`src/rtl/fsc_pkg.sv`:
```
package fsc_pkg;
    typedef enum logic [2:0] {
        TS_RUN       = 3'd0,
        TS_IDLE      = 3'd1,
        TS_SQUASH    = 3'd2,
        TS_BLOCK     = 3'd3,
        TS_MISS_WAIT = 3'd4,
        TS_MISS_DONE = 3'd5,
        TS_TRAP      = 3'd6,
        TS_QUIESCE   = 3'd7
    } thr_state_e;

    localparam int NUM_STALL_SRC = 4;
endpackage

```
`src/rtl/fsc_stall_bank.sv`:
```
module fsc_stall_bank #(
    parameter int NSRC = 4
) (
    input  logic            clk,
    input  logic            rst_n,
    input  logic            en,
    input  logic [NSRC-1:0] blk,
    input  logic [NSRC-1:0] unblk,
    output logic [NSRC-1:0] stall_nxt
);
    logic [NSRC-1:0] stall_q;

    for (genvar s = 0; s < NSRC; s++) begin : g_src
        assign stall_nxt[s] = en ? ((stall_q[s] | blk[s]) & ~unblk[s]) : stall_q[s];
        always_ff @(posedge clk) begin
            if (!rst_n) stall_q[s] <= 1'b0;
            else        stall_q[s] <= stall_nxt[s];
        end
    end


    unblk_legal_chk: assert property (@(posedge clk) disable iff (!rst_n)
        (en && |unblk) |-> (((unblk & ~stall_q) == '0) && ((unblk & blk) == '0)));
endmodule

```
`src/rtl/fsc_thread_fsm.sv`:
```
module fsc_thread_fsm
    import fsc_pkg::*;
#(
    parameter int              PC_W       = 32,
    parameter int              TAG_W      = 4,
    parameter int              INST_BYTES = 4,
    parameter logic [PC_W-1:0] RESET_PC   = '0
) (
    input  logic             clk,
    input  logic             rst_n,
    input  logic             active,
    input  logic             stalled,
    input  logic             cmt_sq,
    input  logic             rob_sq,
    input  logic [PC_W-1:0]  cmt_tgt,
    input  logic             dec_sq,
    input  logic [PC_W-1:0]  dec_tgt,
    input  logic             fill_hit,
    input  logic [TAG_W-1:0] fill_tag,
    input  logic             miss_issue,
    input  logic [TAG_W-1:0] miss_tag,
    input  logic             trap_set,
    input  logic             quiesce_set,
    output thr_state_e       state_q,
    output logic [PC_W-1:0]  pc_q,
    output logic [PC_W-1:0]  npc_q,
    output logic             changed,
    output logic             fill_drop
);
    localparam logic [PC_W-1:0] STEP = PC_W'(INST_BYTES);

    thr_state_e       state_d, st_mid;
    logic [PC_W-1:0]  pc_d, npc_d, redir_tgt;
    logic             ovld_q, ovld_d, accept, redirect;
    logic [TAG_W-1:0] otag_q, otag_d;

    // Completion is resolved first, then the per-cycle signal rules.
    always_comb begin
        accept    = active && fill_hit && (state_q == TS_MISS_WAIT) && ovld_q && (fill_tag == otag_q);
        fill_drop = fill_hit && !accept;
        st_mid    = state_q;
        ovld_d    = ovld_q;
        otag_d    = otag_q;
        changed   = 1'b0;
        if (accept) begin
            st_mid  = stalled ? TS_BLOCK : TS_MISS_DONE;
            ovld_d  = 1'b0;
            changed = 1'b1;
        end

        redirect  = active && (cmt_sq || (!rob_sq && dec_sq && st_mid != TS_SQUASH));
        redir_tgt = cmt_sq ? cmt_tgt : dec_tgt;

        state_d = st_mid;
        pc_d    = pc_q;
        npc_d   = npc_q;

        if (redirect) begin
            state_d = TS_SQUASH;
            pc_d    = redir_tgt;
            npc_d   = redir_tgt + STEP;
            ovld_d  = 1'b0;
            changed = 1'b1;
        end else if (active && rob_sq) begin
            state_d = TS_SQUASH;
            changed = 1'b1;
        end else if (active && stalled && st_mid != TS_MISS_WAIT) begin
            state_d = TS_BLOCK;
            changed = 1'b1;
        end else if (active) begin
            unique case (st_mid)
                TS_BLOCK, TS_SQUASH: begin
                    state_d = TS_RUN;
                    changed = 1'b1;
                end
                TS_MISS_DONE: begin
                    if (state_q == TS_MISS_DONE) begin
                        state_d = TS_RUN;
                        changed = 1'b1;
                    end
                end
                TS_RUN: begin
                    if (trap_set) begin
                        state_d = TS_TRAP;
                        changed = 1'b1;
                    end else if (quiesce_set) begin
                        state_d = TS_QUIESCE;
                        changed = 1'b1;
                    end else if (miss_issue) begin
                        state_d = TS_MISS_WAIT;
                        ovld_d  = 1'b1;
                        otag_d  = miss_tag;
                        changed = 1'b1;
                    end
                end
                TS_IDLE, TS_MISS_WAIT, TS_TRAP, TS_QUIESCE: begin
                    state_d = st_mid;
                end
            endcase
        end
    end

    always_ff @(posedge clk) begin
        if (!rst_n) begin
            state_q <= TS_RUN;
            pc_q    <= RESET_PC;
            npc_q   <= RESET_PC + STEP;
            ovld_q  <= 1'b0;
            otag_q  <= '0;
        end else begin
            state_q <= state_d;
            pc_q    <= pc_d;
            npc_q   <= npc_d;
            ovld_q  <= ovld_d;
            otag_q  <= otag_d;
        end
    end


    squash_load_chk: assert property (@(posedge clk) disable iff (!rst_n)
        (active && cmt_sq) |=> (state_q == TS_SQUASH) && (pc_q == $past(cmt_tgt)));

    miss_no_run_chk: assert property (@(posedge clk) disable iff (!rst_n)
        (state_q == TS_MISS_WAIT) |=> (state_q != TS_RUN));

    trap_hold_chk: assert property (@(posedge clk) disable iff (!rst_n)
        (state_q == TS_TRAP && active && !cmt_sq && !rob_sq && !dec_sq && !stalled)
        |=> (state_q == TS_TRAP));

    inactive_hold_chk: assert property (@(posedge clk) disable iff (!rst_n)
        !active |=> ($stable(state_q) && $stable(pc_q)));
endmodule

```
`src/rtl/fsc_status_merge.sv`:
```
module fsc_status_merge
    import fsc_pkg::*;
#(
    parameter int NT    = 4,
    parameter int CNT_W = 8
) (
    input  logic             clk,
    input  logic             rst_n,
    input  logic [NT-1:0]    active,
    input  logic [NT-1:0]    chg,
    input  logic [NT-1:0]    drop,
    input  thr_state_e       states [NT],
    output logic             status_changed,
    output logic             stage_active,
    output logic [CNT_W-1:0] stale_cnt
);
    logic [NT-1:0] busy;

    for (genvar t = 0; t < NT; t++) begin : g_busy
        assign busy[t] = active[t] && (states[t] == TS_RUN || states[t] == TS_SQUASH ||
                                       states[t] == TS_MISS_DONE);
    end

    assign stage_active = |busy;

    always_ff @(posedge clk) begin
        if (!rst_n) begin
            status_changed <= 1'b0;
            stale_cnt      <= '0;
        end else begin
            status_changed <= |(chg & active);
            stale_cnt      <= stale_cnt + CNT_W'(|drop);
        end
    end


    cnt_quiet_chk: assert property (@(posedge clk) disable iff (!rst_n)
        !(|drop) |=> $stable(stale_cnt));

    idle_stage_chk: assert property (@(posedge clk) disable iff (!rst_n)
        (active == '0) |-> !stage_active);
endmodule

```
`src/rtl/fetch_status_ctrl.sv`:
```
module fetch_status_ctrl
    import fsc_pkg::*;
#(
    parameter int NT         = 4,
    parameter int PC_W       = 32,
    parameter int TAG_W      = 4,
    parameter int CNT_W      = 8,
    parameter int INST_BYTES = 4,
    localparam int TID_W     = (NT > 1) ? $clog2(NT) : 1
) (
    input  logic               clk,
    input  logic               rst_n,
    input  logic [NT-1:0]      thread_active,
    input  logic [NT-1:0]      blk_dec,
    input  logic [NT-1:0]      unblk_dec,
    input  logic [NT-1:0]      blk_ren,
    input  logic [NT-1:0]      unblk_ren,
    input  logic [NT-1:0]      blk_exe,
    input  logic [NT-1:0]      unblk_exe,
    input  logic [NT-1:0]      blk_cmt,
    input  logic [NT-1:0]      unblk_cmt,
    input  logic               ctx_switch,
    input  logic [NT-1:0]      cmt_squash,
    input  logic [NT-1:0]      cmt_rob_busy,
    input  logic [NT*PC_W-1:0] cmt_target,
    input  logic [NT-1:0]      dec_squash,
    input  logic [NT*PC_W-1:0] dec_target,
    input  logic               miss_vld,
    input  logic [TID_W-1:0]   miss_tid,
    input  logic [TAG_W-1:0]   miss_tag,
    input  logic               fill_vld,
    input  logic [TID_W-1:0]   fill_tid,
    input  logic [TAG_W-1:0]   fill_tag,
    input  logic [NT-1:0]      trap_req,
    input  logic [NT-1:0]      quiesce_req,
    output logic [3*NT-1:0]    thr_state,
    output logic [NT*PC_W-1:0] thr_pc,
    output logic [NT*PC_W-1:0] thr_npc,
    output logic               status_changed,
    output logic               stage_active,
    output logic [CNT_W-1:0]   stale_fill_cnt
);
    thr_state_e    st [NT];
    logic [NT-1:0] chg, drop;

    for (genvar t = 0; t < NT; t++) begin : g_thr
        logic [NUM_STALL_SRC-1:0] stall_nxt;

        fsc_stall_bank #(.NSRC(NUM_STALL_SRC)) u_stall (
            .clk       (clk),
            .rst_n     (rst_n),
            .en        (thread_active[t]),
            .blk       ({blk_cmt[t], blk_exe[t], blk_ren[t], blk_dec[t]}),
            .unblk     ({unblk_cmt[t], unblk_exe[t], unblk_ren[t], unblk_dec[t]}),
            .stall_nxt (stall_nxt)
        );

        fsc_thread_fsm #(
            .PC_W(PC_W), .TAG_W(TAG_W), .INST_BYTES(INST_BYTES)
        ) u_fsm (
            .clk         (clk),
            .rst_n       (rst_n),
            .active      (thread_active[t]),
            .stalled     (ctx_switch || (|stall_nxt)),
            .cmt_sq      (cmt_squash[t]),
            .rob_sq      (cmt_rob_busy[t]),
            .cmt_tgt     (cmt_target[t*PC_W +: PC_W]),
            .dec_sq      (dec_squash[t]),
            .dec_tgt     (dec_target[t*PC_W +: PC_W]),
            .fill_hit    (fill_vld && (fill_tid == TID_W'(t))),
            .fill_tag    (fill_tag),
            .miss_issue  (miss_vld && (miss_tid == TID_W'(t))),
            .miss_tag    (miss_tag),
            .trap_set    (trap_req[t]),
            .quiesce_set (quiesce_req[t]),
            .state_q     (st[t]),
            .pc_q        (thr_pc[t*PC_W +: PC_W]),
            .npc_q       (thr_npc[t*PC_W +: PC_W]),
            .changed     (chg[t]),
            .fill_drop   (drop[t])
        );

        assign thr_state[3*t +: 3] = st[t];
    end

    fsc_status_merge #(.NT(NT), .CNT_W(CNT_W)) u_merge (
        .clk            (clk),
        .rst_n          (rst_n),
        .active         (thread_active),
        .chg            (chg),
        .drop           (drop),
        .states         (st),
        .status_changed (status_changed),
        .stage_active   (stage_active),
        .stale_cnt      (stale_fill_cnt)
    );
endmodule

```
`config.mk`:
```
export PLATFORM = sky130hd
export DESIGN_NAME = fetch_status_ctrl
export DESIGN_NICKNAME = d
export VERILOG_FILES = /design/src/rtl/fsc_pkg.sv /design/src/rtl/fsc_stall_bank.sv /design/src/rtl/fsc_thread_fsm.sv /design/src/rtl/fsc_status_merge.sv /design/src/rtl/fetch_status_ctrl.sv
export SDC_FILE = /design/constraint.sdc
export NUM_CORES = 1
export LEC_CHECK = 0
export CELL_PAD_IN_SITES_DETAIL_PLACEMENT = 1
export CELL_PAD_IN_SITES_GLOBAL_PLACEMENT = 1
export CORE_ASPECT_RATIO = 1.2
export CORE_MARGIN = 2
export CORE_UTILIZATION = 30
export CTS_CLUSTER_DIAMETER = 150
export CTS_CLUSTER_SIZE = 16
export DETAILED_ROUTE_END_ITERATION = 12
export PLACE_DENSITY_LB_ADDON = 0.25
export SLEW_MARGIN = 30
export SYNTH_ARGS = -nofsm -noshare
export SYNTH_HDL_FRONTEND = slang
export SYNTH_SLANG_ARGS = --single-unit
```
`constraint.sdc`:
```
create_clock -name clk -period 4.2 [get_ports clk]
set_input_delay 1.26 -clock clk [delete_from_list [all_inputs] [get_ports clk]]
set_output_delay 1.26 -clock clk [all_outputs]
set_load 0.02 [all_outputs]
```
* Yosys cells after proc, flatten, opt, wreduce, memory -nomap -nowiden
Cells that the tools add are included.
** Storage, ports and cells
- Input port bits :: 329
- Register bits :: 313
** Cells by class
- $add $sub $neg :: 5
- Equal/unequal tests :: 58
- Reduce and logical (&&, ||, !) cells :: 121
- Bitwise logic cells :: 70
- Multiplexer cells :: 136
** Operators by type and width (count)
- $add A32 B3 Y32 const B :: 4
- $mux W32 :: 4
- $mux W1 :: 84
- $mux W3 :: 28
- $eq A3 B3 Y1 const B :: 24
- $reduce_or A4 Y1 :: 15
- $logic_and A1 B1 Y1 :: 56
- $pmux W3 S4 :: 4
- $not A1 Y1 :: 37
- $eq A3 B2 Y1 const B :: 12
- $reduce_and A8 Y1 :: 4
- $logic_not A3 Y1 :: 8
- $mux W2 :: 12
- $and A1 B1 Y1 :: 16
- $eq A4 B4 Y1 :: 4
- $logic_or A1 B1 Y1 :: 16
- $or A1 B1 Y1 :: 16
- $reduce_or A2 Y1 :: 8
- $eq A3 B1 Y1 const B :: 4
- $ne A3 B2 Y1 const B :: 4
- $ne A3 B3 Y1 const B :: 4
- $pmux W1 S3 :: 4
- $reduce_or A3 Y1 :: 4
- $add A8 B1 Y8 :: 1
- other kinds (5) :: 17

* Depth between registers and ports, before layout
- Depth in word-level cells :: 17
- Gate-level depth with buffers :: 14

* By module
Synthesis repeated with hierarchy kept, for this count alone.
** Unflattened totals
- Cells, all modules :: 2081
- Area total of the unflattened synthesis :: 17596.9 um^2
** Modules (own cells, without submodules)
- fsc_thread_fsm (g_thr[0].u_fsm ...) :: sequential area each 1401.3 um^2, times used 3, cells each 484, area an instance 4078.9 um^2
- fsc_thread_fsm (g_thr[3].u_fsm) :: sequential area each 1401.3 um^2, times used 1, cells each 482, area an instance 4048.9 um^2
- fsc_stall_bank :: sequential area each 80.1 um^2, times used 4, cells each 18, area an instance 182.7 um^2
- fsc_status_merge :: sequential area each 180.2 um^2, times used 1, cells each 53, area an instance 470.5 um^2
- fetch_status_ctrl :: sequential area each 0.0 um^2, times used 1, cells each 22, area an instance 110.1 um^2

* Worst setup path after synthesis
Ideal clock, no wire load.
- Path type :: input port to flip-flop
- From :: input cmt_squash[1]
- To :: register g_thr[1].u_fsm.npc_q[30]
- Path buffers :: 5
- Data arrival time :: 3.788 ns
- Setup slack :: 0.284 ns
- Stages :: 13
- Setup time :: 0.129 ns
- Cells stage by stage :: buf_6 -> buf_6 -> buf_2 -> buf_2 -> buf_2 -> mux2_2 -> ha_1 -> inv_1 -> a2111oi_4 -> nand3_1 -> nor4_1 -> xor2_1 -> o21ai_0
** On the way
- Longest elaborated chain between the ends :: 2
- Elaborated cells between the ends (all ways) :: 4
** RTL lines
- start, declared :: RTL line fetch_status_ctrl.sv:23 : input logic [NT-1:0] cmt_squash,
- $mux W32 :: RTL line fsc_thread_fsm.sv:52 : redir_tgt = cmt_sq ? cmt_tgt : dec_tgt;
- net g_thr[1].u_fsm.redir_tgt[3] :: RTL line fsc_thread_fsm.sv:33 : logic [PC_W-1:0] pc_d, npc_d, redir_tgt;
- $add A32 B3 Y32 :: RTL line fsc_thread_fsm.sv:61 : npc_d = redir_tgt + STEP;
- end signal, assigned :: RTL line fsc_thread_fsm.sv:107 : npc_q <= RESET_PC + STEP;
- end signal, assigned :: RTL line fsc_thread_fsm.sv:113 : npc_q <= npc_d;
- end, declared :: RTL line fsc_thread_fsm.sv:26 : output logic [PC_W-1:0] npc_q,
The timed path passes the listed nets, and every way through them passes these cells.
A chain may end at the register's enable or synchronous reset.

* Worst setup path after layout
- From :: input thread_active[1]
- To :: output stage_active
** On the way
- Longest elaborated chain between the ends :: 2
** RTL lines
- start, declared :: RTL line fetch_status_ctrl.sv:13 : input logic [NT-1:0] thread_active,
- $logic_and A1 B1 Y1 :: RTL line fsc_status_merge.sv:20 : assign busy[t] = active[t] && (states[t] == TS_RUN || states[t] == TS_SQUASH ||
- $reduce_or A4 Y1 :: RTL line fsc_status_merge.sv:24 : assign stage_active = |busy;
- end, declared :: RTL line fetch_status_ctrl.sv:40 : output logic stage_active,
Every way passes these cells.

==> results.txt <==
----------------------------------------------------
[Power and ir drop]
  Clock power frac ... 0.287
  Sw Ratio ... 0.318
  Peak VDD IR ... between 0.2 and 0.3 mV
  Power density of the placed cells ... between 300 and 400 nW/um^2
  Cell-internal power ... between 0.005 and 0.006 W
  Reported leakage power ... between 8 and 9 nW
  Proportion of power drawn by flip-flops and latches ... 0.436
  Power share of the combinational group ... 0.276
  Net switching power ... 0.00233 W
  Overall power of the completed layout ... approximately 0.0073 W

[Clocking]
  Clock tree from TritonCTS ... yes
  Hold bufs inserted after CTS ... 0
  Number of buffers inserted to repair setup after CTS ... 0
  Clock network latency to the later pin of the worst-skew pair ... between 0.5 and 0.6 ns
  Clock input transition at the sequential cells of the worst setup and hold paths ... 0.08 ns
  Resized Gates After CTS ... 0
  Clock root buffer master ... sky130_fd_sc_hd__clkbuf_16
  Clock Tree Buf Depth ... 3
  Sinks on Clock Net ... around 300
  Number of H-tree levels ... 1
  Total clock buffers created by CTS ... 23

[Synth]
  Largest cells by area after synthesis ... sky130_fd_sc_hd__dfxtp_1 (37%), sky130_fd_sc_hd__mux2i_1 (7.8%), sky130_fd_sc_hd__a211oi_1 (5.4%), sky130_fd_sc_hd__nor2_1 (5.0%), sky130_fd_sc_hd__nand3_1 (4.1%)
  Post-Syn Nets ... roughly 2,300
  Ys Warns ... 0
  Post-synth top area cell ... sky130_fd_sc_hd__dfxtp_1
  Number of enable-type register cells in the synthesized netlist ... 0
  Proportion of synthesized chip area in sequential cells ... 0.375
  Count of state elements after synthesis ... 305
  Number of instances in the synthesized netlist ... a little under 2,000
  Library cells used by synthesis ... between 80 and 90
  Synthesized cell area ... 16,300 um^2
  Most instantiated flip-flop cell in the synthesis netlist ... sky130_fd_sc_hd__dfxtp_1
  Area fraction of the dominant cell type after synthesis ... 0.375
  Mean cell area of the mapped netlist ... 8.40 um^2
  Fraction of registers with async set/reset ... 0

[Finish]
  Final-layout fill cell count ... about 6,300
  Synth-to-layout area growth ... 46.0%
  Number of nets in the layout ... 2,827
  Commonest non-fill, non-tap cell in the layout ... sky130_fd_sc_hd__clkdlybuf4s50_1
  Commonest non-fill, non-tap cells in the layout ... sky130_fd_sc_hd__clkdlybuf4s50_1 (601), sky130_fd_sc_hd__dfxtp_1 (305), sky130_fd_sc_hd__nor2_1 (216)
  Sequential cell area ... just over 6000 um^2
  Fraction of layout instances using a drive strength above 1 ... 0.0690
  Area taken by multi-input logic gates ... slightly above 9000 um^2
  Non-filler instance count after layout ... ~3,200

[Detailed routing]
  Vias post-DR ... ~17,000
  DRC violation total after the first TritonRoute iteration ... around 760
  Post-detailed-route DRC marker count ... 0
  Number of detailed-route iterations in the first pass ... 5
  Final Routed Wirelength ... between 70,000 and 80,000 um
  Number of nets still failing antenna checks after routing ... 0
  Mean number of vias per cell ... 5.30
  Post-detailed-route wirelength per cell ... 22.0 um

[GRT]
  Vias in the first global route ... approximately 18,000
  Global router's overall resource usage ... 0.242
  Total gr overflow ... 0
  Maximum number of pins on one net before global-route repair ... between 100 and 150
  Initial antenna violation count ... 3
  Global-route wire length before repair ... approximately 110,000 um

[Placed design]
  Placed Cells incl. Taps ... 3,179
  Final weighted congestion in routability-driven placement ... between 0.8 and 0.9
  HPWL after DPL ... 55,400 um
  Buffers added on ports ... between 600 and 700

[Worst setup path]
  Reg2Reg Depth ... 10
  Critical Path RT ... 2.94 ns
  Worst setup path category ... input pin to primary output
  Critical Path Fanout Max ... 4
  Worst path arrival time ... between 2 and 3 ns
  Type of element launching the critical path ... input pin
  Element type at the critical path end ... primary output

[Floorplanning]
  Floorplan die height ... about 260 um
  I/O pin cnt ... between 600 and 700
  X dimension of the die ... 217 um
  Core Footprint ... ~54,000 um^2
  Row cnt ... between 90 and 100
  Starting Density ... 0.304
  Full die area ... 56,200 um^2

[Job]
  Max-cap violations ... 0

[Timing]
  Hold_ws ... 0.452 ns
  Min cycle time layout ... 3.96 ns
  Worst-case clock skew ... 0.0163 ns
  Transition time at the pin with the least slew margin ... slightly above 0.9 ns
  Final hold violation count ... 0
  Final setup violation count ... 0
  Setup tns final ... 0 ns
  Fin. max-slew vios ... 0
  Worst max-slew margin expressed relative to the limit ... 0.385
  Post-route fraction of the period consumed by the critical path ... 0.942
  RSZ-0062 raised after global routing ... no
  Achievable Freq ... 253 MHz

[Worst hold path]
  Worst hold path depth ... 2
  Class of the tightest hold or removal check ... register to register

[Run status]
  Outcome ... finished clean

----------------------------------------------------
-- final cells by class --
type / count / area share
well taps: 712 / 0.0375
clock buffers: 24 / 0.0244
clock inverters: 2 / 0.00105
flip-flops and latches: 305 / 0.257
diodes: 2 / 0.000210
repair buffers: 680 / 0.282
inverters: 26 / 0.00442
multi-input cells: 1456 / 0.393
-- cells in the mapped netlist, drive strengths merged, types with 7 or more instances --
| cell type | instances |
|---|---|
| nor3b | 7 |
| nor4 | 18 |
| a21o | 9 |
| or4 | 15 |
| a21oi | 116 |
| nor3 | 39 |
| nand2b | 9 |
| buf | 67 |
| nand2 | 164 |
| o21ai | 63 |
| o211ai | 21 |
| dfxtp | 305 |
| and2 | 30 |
| a211oi | 125 |
| o311ai | 16 |
| o2111ai | 7 |
| xnor2 | 43 |
| nand3 | 137 |
| nand3b | 36 |
| nand4 | 35 |
| xor2 | 40 |
| inv | 26 |
| and3 | 13 |
| a31oi | 9 |
| o31ai | 13 |
| mux2 | 23 |
| nor2 | 217 |
| clkbuf | 86 |
| nor2b | 8 |
| mux2i | 128 |
| or3 | 27 |
-- registers in the layout (all words and copies together) (netlist names) --
name                    flops
g_thr.u_fsm.otag_q         16
g_thr.u_fsm.npc_q         128
g_thr.u_fsm.ovld_q          4
g_thr.u_fsm.state_q        12
u_merge.stale_cnt           8
g_thr.u_stall.stall_q      16
u_merge.status_changed      1
g_thr.u_fsm.pc_q          120
-- kinds of logic (layout without fill, tap and decap cells) --
family,Yosys count,after routing,share of synthesized area
flops,305,305,0.375
xor+xnor,83,83,0.0446
other cells,0,2,0
buf+inv,179,732,0.0525
simple gates,779,779,0.240
fa+ha+maj,6,6,0.00461
compound gates,437,437,0.189
mux,151,151,0.0948
-- power groups by stage --
stage,combinational (W),clock (W),sequential [W]
finish,0.00203,0.00211,0.00320
global route,0.00217,0.00229,0.00323
CTS,0.00204,0.00220,0.00320
detailed placement,0.00203,0,0.00327
global placement,0.00200,0,0.00326
floorplan,0.000776,0,0.00346
-- path summary, 6_finish.rpt --
path / startpoint / end / slack, ns
min reg2reg: g_thr[1].u_fsm.npc_q[12] / g_thr[1].u_fsm.npc_q[12] / 0.45
max reg2reg: g_thr[1].u_fsm.state_q[1] / u_merge.stale_cnt[7] / 1.67
min: g_thr[1].u_fsm.npc_q[12] / g_thr[1].u_fsm.npc_q[12] / 0.45
max: thread_active[1] / stage_active / 0.24
-- metrics by stage --
step	util	setup slack, ns	instance area (um^2)
2_1_floorplan	-	0.284	16300
3_3_place_gp	0.432	0.209	23200
3_5_place_dp	0.432	0.165	23200
4_1_cts	0.443	0.223	23800
5_1_grt	0.443	0.161	23800
6_report	0.443	0.243	23800
-- critical path, stage by stage --
cell and delay (ns):
sky130_fd_sc_hd__clkdlybuf4s50_1 0.61, sky130_fd_sc_hd__a22oi_1 0.10, sky130_fd_sc_hd__nand2_1 0.10, sky130_fd_sc_hd__clkdlybuf4s50_1 0.61
-- metal layers --
| layer | GRT usage | up-vias | wire [um] |
|---|---|---|---|
| met5 | 0 | - | 13 |
| met4 | 0.110 | 2 | 3240 |
| met3 | 0.0507 | 124 | 4370 |
| met2 | 0.433 | 483 | 35300 |
| met1 | 0.274 | 8242 | 27800 |
| li1 | - | 8140 | - |
(Power assumes the default switching activity.)
